$ cat src/rtl/i2c_rs_pkg.sv
package i2c_rs_pkg;
  typedef enum logic [3:0] {
    ST_IDLE,
    ST_ADDR,
    ST_ADDR_ACK,
    ST_CMD,
    ST_CMD_ACK,
    ST_WDAT,
    ST_WDAT_ACK,
    ST_RDAT,
    ST_RDAT_ACK,
    ST_WAIT
  } slv_st_e;

  typedef enum logic [1:0] {
    STRAP_GND  = 2'd0,
    STRAP_OPEN = 2'd1,
    STRAP_VCC  = 2'd2
  } strap_e;
endpackage

$ cat src/rtl/i2c_rs_filt.sv
module i2c_rs_filt #(
  parameter int FILT_N = 13
) (
  input  logic clk,
  input  logic rst_n,
  input  logic line_i,
  output logic line_o
);
  localparam int CW = $clog2(FILT_N + 1);

  logic          s1_q, s2_q, filt_q, filt_nx;
  logic [CW-1:0] cnt_q, cnt_nx;

  always_comb begin
    filt_nx = filt_q;
    cnt_nx  = '0;
    if (s2_q != filt_q) begin
      if (cnt_q == CW'(FILT_N - 1)) begin
        filt_nx = s2_q;
      end else begin
        cnt_nx = cnt_q + CW'(1);
      end
    end
  end

  always_ff @(posedge clk or negedge rst_n) begin
    if (!rst_n) begin
      s1_q   <= 1'b1;
      s2_q   <= 1'b1;
      cnt_q  <= '0;
      filt_q <= 1'b1;
    end else begin
      s1_q   <= line_i;
      s2_q   <= s1_q;
      cnt_q  <= cnt_nx;
      filt_q <= filt_nx;
    end
  end

  assign line_o = filt_q;

  // the filtered level only moves after the synchronised input has disagreed with it
  p_filt_agree_r8: assert property (@(posedge clk) disable iff (!rst_n)
    (filt_q != $past(filt_q)) |-> ($past(s2_q) == filt_q));
endmodule

$ cat src/rtl/i2c_rs_cond.sv
module i2c_rs_cond (
  input  logic clk,
  input  logic rst_n,
  input  logic scl_f,
  input  logic sda_f,
  output logic start_p,
  output logic stop_p,
  output logic scl_rise,
  output logic scl_fall
);
  logic scl_d, sda_d;

  always_ff @(posedge clk or negedge rst_n) begin
    if (!rst_n) begin
      scl_d <= 1'b1;
      sda_d <= 1'b1;
    end else begin
      scl_d <= scl_f;
      sda_d <= sda_f;
    end
  end

  assign start_p  = scl_f & scl_d & sda_d & ~sda_f;
  assign stop_p   = scl_f & scl_d & ~sda_d & sda_f;
  assign scl_rise = scl_f & ~scl_d;
  assign scl_fall = ~scl_f & scl_d;
endmodule

$ cat src/rtl/i2c_rs_tmo.sv
module i2c_rs_tmo #(
  parameter int TMO_CYC = 4000
) (
  input  logic clk,
  input  logic rst_n,
  input  logic arm,
  input  logic sda_f,
  output logic hit
);
  localparam int TW = $clog2(TMO_CYC + 1);

  logic [TW-1:0] cnt_q, cnt_nx;

  always_comb begin
    hit    = 1'b0;
    cnt_nx = '0;
    if (arm && !sda_f) begin
      if (cnt_q == TW'(TMO_CYC - 1)) begin
        hit = 1'b1;
      end else begin
        cnt_nx = cnt_q + TW'(1);
      end
    end
  end

  always_ff @(posedge clk or negedge rst_n) begin
    if (!rst_n) cnt_q <= '0;
    else        cnt_q <= cnt_nx;
  end
endmodule

$ cat src/rtl/i2c_rs_fsm.sv
module i2c_rs_fsm
  import i2c_rs_pkg::*;
#(
  parameter int TMO_CYC = 4000
) (
  input  logic       clk,
  input  logic       rst_n,
  input  logic [6:0] my_addr,
  input  logic       scl_f,
  input  logic       sda_f,
  input  logic       start_p,
  input  logic       stop_p,
  input  logic       scl_rise,
  input  logic       scl_fall,
  input  logic [7:0] reg_rdata,
  output logic       sda_oe,
  output logic [7:0] reg_addr,
  output logic [7:0] reg_wdata,
  output logic       reg_we,
  output logic       valid_txn
);
  slv_st_e    st_q, st_nx;
  logic [3:0] cnt_q, cnt_nx;
  logic [7:0] sr_q, sr_nx, ptr_q, ptr_nx, wd_q, wd_nx;
  logic       oe_q, oe_nx, we_q, we_nx, rw_q, rw_nx;
  logic       ok_q, ok_nx, vld_q, vld_nx;
  logic       tmo_hit;

  i2c_rs_tmo #(.TMO_CYC(TMO_CYC)) u_tmo (
    .clk   (clk),
    .rst_n (rst_n),
    .arm   (st_q != ST_IDLE),
    .sda_f (sda_f),
    .hit   (tmo_hit)
  );

  always_comb begin
    st_nx  = st_q;
    cnt_nx = cnt_q;
    sr_nx  = sr_q;
    ptr_nx = ptr_q;
    wd_nx  = wd_q;
    oe_nx  = oe_q;
    rw_nx  = rw_q;
    ok_nx  = ok_q;
    we_nx  = 1'b0;
    vld_nx = 1'b0;
    if (tmo_hit) begin
      st_nx = ST_IDLE;
      oe_nx = 1'b0;
      ok_nx = 1'b0;
    end else if (start_p) begin
      st_nx  = ST_ADDR;
      cnt_nx = '0;
      oe_nx  = 1'b0;
    end else if (stop_p) begin
      vld_nx = ok_q && (st_q != ST_IDLE);
      st_nx  = ST_IDLE;
      oe_nx  = 1'b0;
      ok_nx  = 1'b0;
    end else begin
      unique case (st_q)
        ST_ADDR, ST_CMD, ST_WDAT: begin
          if (scl_rise && cnt_q < 4'd8) begin
            sr_nx  = {sr_q[6:0], sda_f};
            cnt_nx = cnt_q + 4'd1;
          end else if (scl_fall && cnt_q == 4'd8) begin
            cnt_nx = '0;
            if (st_q == ST_ADDR) begin
              if (sr_q[7:1] == my_addr) begin
                oe_nx = 1'b1;
                rw_nx = sr_q[0];
                ok_nx = 1'b1;
                st_nx = ST_ADDR_ACK;
              end else begin
                ok_nx = 1'b0;
                st_nx = ST_WAIT;
              end
            end else if (st_q == ST_CMD) begin
              oe_nx  = 1'b1;
              ptr_nx = sr_q;
              st_nx  = ST_CMD_ACK;
            end else begin
              oe_nx = 1'b1;
              we_nx = 1'b1;
              wd_nx = sr_q;
              st_nx = ST_WDAT_ACK;
            end
          end
        end
        ST_ADDR_ACK: begin
          if (scl_fall) begin
            cnt_nx = '0;
            if (rw_q) begin
              sr_nx = reg_rdata;
              oe_nx = ~reg_rdata[7];
              st_nx = ST_RDAT;
            end else begin
              oe_nx = 1'b0;
              st_nx = ST_CMD;
            end
          end
        end
        ST_CMD_ACK, ST_WDAT_ACK: begin
          if (scl_fall) begin
            oe_nx = 1'b0;
            st_nx = ST_WDAT;
          end
        end
        ST_RDAT: begin
          if (scl_fall) begin
            if (cnt_q == 4'd7) begin
              oe_nx = 1'b0;
              st_nx = ST_RDAT_ACK;
            end else begin
              cnt_nx = cnt_q + 4'd1;
              sr_nx  = {sr_q[6:0], 1'b0};
              oe_nx  = ~sr_q[6];
            end
          end
        end
        ST_RDAT_ACK: begin
          if (scl_rise) st_nx = sda_f ? ST_WAIT : ST_ADDR_ACK;
        end
        default: ;
      endcase
    end
  end

  always_ff @(posedge clk or negedge rst_n) begin
    if (!rst_n) begin
      st_q  <= ST_IDLE;
      cnt_q <= '0;
      sr_q  <= '0;
      ptr_q <= '0;
      wd_q  <= '0;
      oe_q  <= 1'b0;
      we_q  <= 1'b0;
      rw_q  <= 1'b0;
      ok_q  <= 1'b0;
      vld_q <= 1'b0;
    end else begin
      st_q  <= st_nx;
      cnt_q <= cnt_nx;
      sr_q  <= sr_nx;
      ptr_q <= ptr_nx;
      oe_q  <= oe_nx;
      we_q  <= we_nx;
      rw_q  <= rw_nx;
      ok_q  <= ok_nx;
      vld_q <= vld_nx;
      if (we_nx) wd_q <= wd_nx;
    end
  end

  assign sda_oe    = oe_q;
  assign reg_addr  = ptr_q;
  assign reg_wdata = wd_q;
  assign reg_we    = we_q;
  assign valid_txn = vld_q;

  // the slave begins pulling SDA only while SCL is low
  p_oe_rise_low_r7: assert property (@(posedge clk) disable iff (!rst_n)
    $rose(oe_q) |-> !scl_f);
  // a register write is a single-cycle strobe
  p_we_pulse_r3: assert property (@(posedge clk) disable iff (!rst_n)
    we_q |=> !we_q);
  // the transaction pulse lasts one cycle
  p_valid_pulse_r10: assert property (@(posedge clk) disable iff (!rst_n)
    vld_q |=> !vld_q);
  // a timeout frees SDA and idles the engine
  p_tmo_release_r9: assert property (@(posedge clk) disable iff (!rst_n)
    tmo_hit |=> (!oe_q && st_q == ST_IDLE));
  // while waiting out a foreign transfer the slave leaves SDA alone
  p_wait_quiet_r2: assert property (@(posedge clk) disable iff (!rst_n)
    (st_q == ST_WAIT) |-> !oe_q);
endmodule

$ cat src/rtl/i2c_strap_slave.sv
module i2c_strap_slave
  import i2c_rs_pkg::*;
#(
  parameter int         FILT_N    = 13,
  parameter int         TMO_CYC   = 4000,
  parameter logic [6:0] ADDR_GND  = 7'h50,
  parameter logic [6:0] ADDR_OPEN = 7'h52,
  parameter logic [6:0] ADDR_VCC  = 7'h54
) (
  input  logic       clk,
  input  logic       rst_n,
  input  logic       scl_i,
  input  logic       sda_i,
  output logic       sda_oe,
  input  logic [1:0] strap_lvl,
  output logic [7:0] reg_addr,
  output logic [7:0] reg_wdata,
  output logic       reg_we,
  input  logic [7:0] reg_rdata,
  output logic       valid_txn
);
  localparam int NLINE = 2;

  logic [1:0]       rst_q;
  logic             rst_s;
  logic [NLINE-1:0] raw_v, filt_v;
  logic             start_p, stop_p, scl_rise, scl_fall;
  logic [6:0]       strap_addr, my_addr;
  logic             strap_done;

  always_ff @(posedge clk or negedge rst_n) begin
    if (!rst_n) rst_q <= 2'b00;
    else        rst_q <= {rst_q[0], 1'b1};
  end
  assign rst_s = rst_q[1];

  assign raw_v = {sda_i, scl_i};

  for (genvar g = 0; g < NLINE; g++) begin : g_filt
    i2c_rs_filt #(.FILT_N(FILT_N)) u_filt (
      .clk    (clk),
      .rst_n  (rst_s),
      .line_i (raw_v[g]),
      .line_o (filt_v[g])
    );
  end

  always_comb begin
    unique case (strap_e'(strap_lvl))
      STRAP_GND: strap_addr = ADDR_GND;
      STRAP_VCC: strap_addr = ADDR_VCC;
      default:   strap_addr = ADDR_OPEN;
    endcase
  end

  always_ff @(posedge clk or negedge rst_s) begin
    if (!rst_s) begin
      my_addr    <= ADDR_GND;
      strap_done <= 1'b0;
    end else if (!strap_done) begin
      my_addr    <= strap_addr;
      strap_done <= 1'b1;
    end
  end

  i2c_rs_cond u_cond (
    .clk      (clk),
    .rst_n    (rst_s),
    .scl_f    (filt_v[0]),
    .sda_f    (filt_v[1]),
    .start_p  (start_p),
    .stop_p   (stop_p),
    .scl_rise (scl_rise),
    .scl_fall (scl_fall)
  );

  i2c_rs_fsm #(.TMO_CYC(TMO_CYC)) u_fsm (
    .clk       (clk),
    .rst_n     (rst_s),
    .my_addr   (my_addr),
    .scl_f     (filt_v[0]),
    .sda_f     (filt_v[1]),
    .start_p   (start_p),
    .stop_p    (stop_p),
    .scl_rise  (scl_rise),
    .scl_fall  (scl_fall),
    .reg_rdata (reg_rdata),
    .sda_oe    (sda_oe),
    .reg_addr  (reg_addr),
    .reg_wdata (reg_wdata),
    .reg_we    (reg_we),
    .valid_txn (valid_txn)
  );

  // once captured, the strap address holds until reset
  p_strap_hold_r1: assert property (@(posedge clk) disable iff (!rst_s)
    strap_done |=> $stable(my_addr));
endmodule

$ cat config.mk
export PLATFORM = sky130hd
export DESIGN_NAME = i2c_strap_slave
export DESIGN_NICKNAME = d
export VERILOG_FILES = /design/src/rtl/i2c_rs_pkg.sv /design/src/rtl/i2c_rs_filt.sv /design/src/rtl/i2c_rs_cond.sv /design/src/rtl/i2c_rs_tmo.sv /design/src/rtl/i2c_rs_fsm.sv /design/src/rtl/i2c_strap_slave.sv
export SDC_FILE = /design/constraint.sdc
export NUM_CORES = 1
export LEC_CHECK = 0
export BUFFER_PORTS_ARGS = -buffer_cell sky130_fd_sc_hd__buf_2
export CAP_MARGIN = 15
export CORE_MARGIN = 5
export CORE_UTILIZATION = 30
export CTS_CLUSTER_SIZE = 12
export DETAILED_ROUTE_END_ITERATION = 7
export SLEW_MARGIN = 20
export SYNTH_ARGS = -nofsm -noshare
export SYNTH_HDL_FRONTEND = slang
export SYNTH_SLANG_ARGS = --single-unit
$ cat constraint.sdc
create_clock -name clk -period 4.21 [get_ports clk]
set_clock_uncertainty 0.1 [all_clocks]
set_input_delay 0.2105 -clock clk [delete_from_list [all_inputs] [get_ports clk]]
set_output_delay 0.2105 -clock clk [all_outputs]
set_load 0.03 [all_outputs]
==> impl_metrics.csv <==
group,metric,value,unit
clock_network,cts.path.max_buffers,2,
sta,worst_pin_slew,0.718,ns
detailed_routing,antenna_left,0,
critical_path,cp_max_fo,19,
critical_path,startpoint,"u_fsm.st_q[0]$_DFFE_PN0P_",
grt,grt.total_usage,12.3,%
detailed_routing,highest_layer,"met4",
critical_path,r2r_start,"u_fsm.st_q[0]$_DFFE_PN0P_",
clock_network,cts_buffers,9,
run,max_cap_viol_count,0,
yosys,ys_types,57,
status,outcome,"completed",
grt,grt_max_degree,36,
placement,place_worst_setup_slack,1.18,ns
sta,worst_slack,1.21,ns
pwr,power_frac_clock,49.0,%
placement,post-place-cells,504,
sta,rsz0062_at_grt,"no",
placement,numPortBuffers,32,
sta,fin_crit,3.00,ns
final_layout,diodes,0,
yosys,synth_edf_count,0,
critical_path,arrival,3.13,ns
final_layout,layout-drive-gt1-share,25.5,%
sta,slew_headroom,52.2,%
yosys,ys_warn_count,0,
clock_network,clock_latency,0.34,ns
die,rows,39,
detailed_routing,wirelength,8050,um
critical_path,startpoint_type,"flip-flop",
sta,max_freq,0.333,GHz
die,start_util,31.0,%
die,top_level_ports,33,
clock_network,htreeDepth,3,
detailed_routing,drc_errors,0,
hold_path,hold_path.class,"input pin to flip-flop",
sta,setup_viol,0,
pwr,power.switching,375,uW
critical_path,worstSetupPathType,"flip-flop to flip-flop",
detailed_routing,vias,2750,
final_layout,seq_area,0.00176,mm^2
clock_network,cts_tree,"done",
pwr,share_seq_of_total_power,45.8,%
detailed_routing,firstDrtPassIters,6,
critical_path,cp-endpoint,"u_fsm.reg_addr[2]$_DFFE_PN0P_",
sta,finalSetupTns,0,ns
die,die_w,119,um
placement,dp_hpwl,5720,um
grt,grt_pass1_vias,2816,
sta,report.final.slew_viol_count,0,
grt,antenna_found_initial,0,
detailed_routing,wirelength_met1,3540,um
clock_network,cts_root_buf,"clkbuf_16",
final_layout,syn_to_final_growth,18.3,%
yosys,synth_area,0.00358,mm^2
critical_path,rr_worst_depth,5,
die,coreArea,0.0116,mm^2
sta,post-route-period-util,71.3,%
final_layout,fillers,1118,
pwr,internal_power,1290,uW
die,fp.dieArea,0.0142,mm^2
detailed_routing,drt_iter0_markers,252,
yosys,synth-seq-cells,70,
final_layout,nNetsFinal,396,
detailed_routing,via_per_inst,5.26,
critical_path,endpoint_kind,"flip-flop",
final_layout,stdcell_count,523,
yosys,avgSynthCellArea,10.5,um^2
yosys,syn_inst,341,
pwr,ir_drop,0.285,mV
clock_network,cts.clk_slew.worst_paths,0.06,ns
pwr,swShare,22.5,%
detailed_routing,wl_per_cell,15.4,um
pwr,p_comb_share,5.2,%
detailed_routing,route.met2.wl,3810,um
critical_path,r2r_slack,1.21,ns
die,chipHeight,119,um
detailed_routing,wl_met3,487,um
yosys,async_flop_share,100,%
yosys,synth-seq-area-share,49.2,%
grt,grt_pass1_wl,14000,um
yosys,ys.flop_type,"dfrtp_1",
critical_path,critPathRequiredTime,4.33,ns
clock_network,clock-sinks,70,
final_layout,multi_input_area,0.00170,mm^2
pwr,p_per_area,394,mW/mm^2
sta,finalHoldViolations,0,
clock_network,ctsResizeCount,0,
placement,place.gp.congestion,0.850,
grt,gr-total-overflow,0,
pwr,p_leak,0.00189,uW
critical_path,r2r-end,"u_fsm.reg_addr[2]$_DFFE_PN0P_",
-- Yosys cell counts (3+ instances only) --
| cell type | n | area [um^2] |
|---|---|---|
| dfrtp_1 | 62 | 1550 |
| nand2_1 | 37 | 139 |
| nor2_1 | 28 | 105 |
| mux2_2 | 27 | 304 |
| a21oi_1 | 15 | 75.1 |
| inv_1 | 15 | 56.3 |
| clkbuf_1 | 11 | 41.3 |
| dfstp_2 | 8 | 210 |
| o21ai_0 | 8 | 40.0 |
| xor2_1 | 8 | 70.1 |
| ha_1 | 7 | 87.6 |
| xnor2_1 | 7 | 61.3 |
| nand2b_1 | 6 | 37.5 |
| nand3_1 | 5 | 25.0 |
| nand4_1 | 5 | 31.3 |
| nor3_1 | 5 | 25.0 |
| or4_1 | 5 | 37.5 |
| and2_1 | 4 | 25.0 |
| and3_1 | 4 | 25.0 |
| nor2b_1 | 4 | 25.0 |
| nor3b_1 | 4 | 30.0 |
| nor4_1 | 4 | 25.0 |
| a211oi_1 | 3 | 22.5 |
| a311oi_1 | 3 | 26.3 |
| a32o_1 | 3 | 30.0 |
| and4b_1 | 3 | 30.0 |
| mux2i_1 | 3 | 30.0 |
| nand3b_1 | 3 | 22.5 |
| nor4_4 | 3 | 63.8 |
| o2bb2ai_1 | 3 | 26.3 |
| o31ai_1 | 3 | 22.5 |
-- flip-flops by register name, indices dropped and copies added, names as in the netlist, 4 cells and up --
name and count:
u_fsm.sr_q 8, g_filt.u_filt.cnt_q 8, u_fsm.reg_addr 8, u_fsm.reg_wdata 8
u_fsm.st_q 4, u_fsm.cnt_q 4, u_fsm.u_tmo.cnt_q 12
-- layout by cell type (no fill, tap or decap), types with 4 or more instances in the layout --
| cell type | n |
|---|---|
| xor2_1 | 8 |
| dfrtp_1 | 61 |
| nor2_1 | 28 |
| nand4_1 | 5 |
| nor3_1 | 5 |
| nor2b_1 | 4 |
| xnor2_1 | 7 |
| clkbuf_16 | 9 |
| o21ai_0 | 8 |
| and2_1 | 4 |
| nand2_1 | 37 |
| or4_1 | 5 |
| mux2_2 | 27 |
| nor3b_1 | 4 |
| nand2b_1 | 6 |
| nand3_1 | 5 |
| ha_1 | 7 |
| buf_2 | 32 |
| dfstp_2 | 8 |
| nor4_1 | 4 |
| inv_1 | 15 |
| and3_1 | 4 |
| a21oi_1 | 15 |
-- critical path, stage by stage, from the launching register on --
cell     delay, ns
dfrtp_1       0.59
nor4_4        0.43
nor4_2        0.14
or3_1         0.54
nor4_4        0.67
mux2_2        0.41
-- metrics by stage --
| step | hold WS (ns) | power (uW) | utilization, % | area, um^2 |
|---|---|---|---|---|
| floorplan | -0.185 | 826 | - | 3580 |
| global placement | -0.105 | 853 | 33.5 | 3880 |
| detailed placement | -0.104 | 860 | 33.5 | 3880 |
| CTS | 0.00556 | 1690 | 36.6 | 4230 |
| global route | 0.00509 | 1750 | 36.6 | 4230 |
| finish | 0.0165 | 1670 | 36.6 | 4230 |
-- worst min-delay path by stage --
stage	endpoint	slack, ns	depth (start not counted)	startpoint
after floorplan	rst_q[0]$_DFF_PN0_	-0.19	0	rst_n
after global placement	rst_q[0]$_DFF_PN0_	-0.11	1	rst_n
after detailed placement	rst_q[0]$_DFF_PN0_	-0.10	1	rst_n
after CTS	my_addr[1]$_DFFE_PN0N_	0.006	2	strap_lvl[0]
after global routing	my_addr[1]$_DFFE_PN0N_	0.005	2	strap_lvl[0]
final	my_addr[1]$_DFFE_PN0N_	0.02	2	strap_lvl[0]
-- final cells by class --
cell class              count  area share [%]
inverters                  15            1.33
clock buffers              11            5.73
well taps                 143            4.23
clock inverters             5            1.98
multi-input cells         242            40.2
flip-flops and latches     70            41.6
repair buffers             37            4.85
-- layer usage --
layer  track usage (%)  up-vias
li1                  -     1282
met1              15.6     1353
met2              19.1       96
met3              4.08       19
met4              5.58        0
met5                 0        -
-- repair_timing --
| item | in CTS | in global routing |
|---|---|---|
| hold buffers | 3 | 0 |
| endpoints found under the hold margin | 4 | 0 |
| setup buffers | 0 | 0 |
-- logic make-up (layout without fill, tap and decap cells) --
logic type / Yosys count / count (layout) / share of synthesized area, %
adder cells (fa/ha/maj): 7 / 7 / 2.45
buffers and inverters: 30 / 68 / 3.46
multiplexers: 31 / 31 / 9.65
AND/OR/NAND/NOR: 134 / 134 / 21.4
XOR/XNOR: 15 / 15 / 3.67
other: 1 / 2 / 0.105
AO/OA/AOI/OAI: 53 / 53 / 10.0
flip-flops: 70 / 70 / 49.2
-- power by group through the flow --
stage          registers (uW)  clock network, uW  logic (uW)
2_1_floorplan             766                  0        59.6
6_report                  763                817        86.7
5_1_grt                   771                874         101
3_5_place_dp              775                  0        85.4
3_3_place_gp              772                  0        80.5
4_1_cts                   764                841        87.9
No activity file was read; power rests on OpenSTA's default activity.
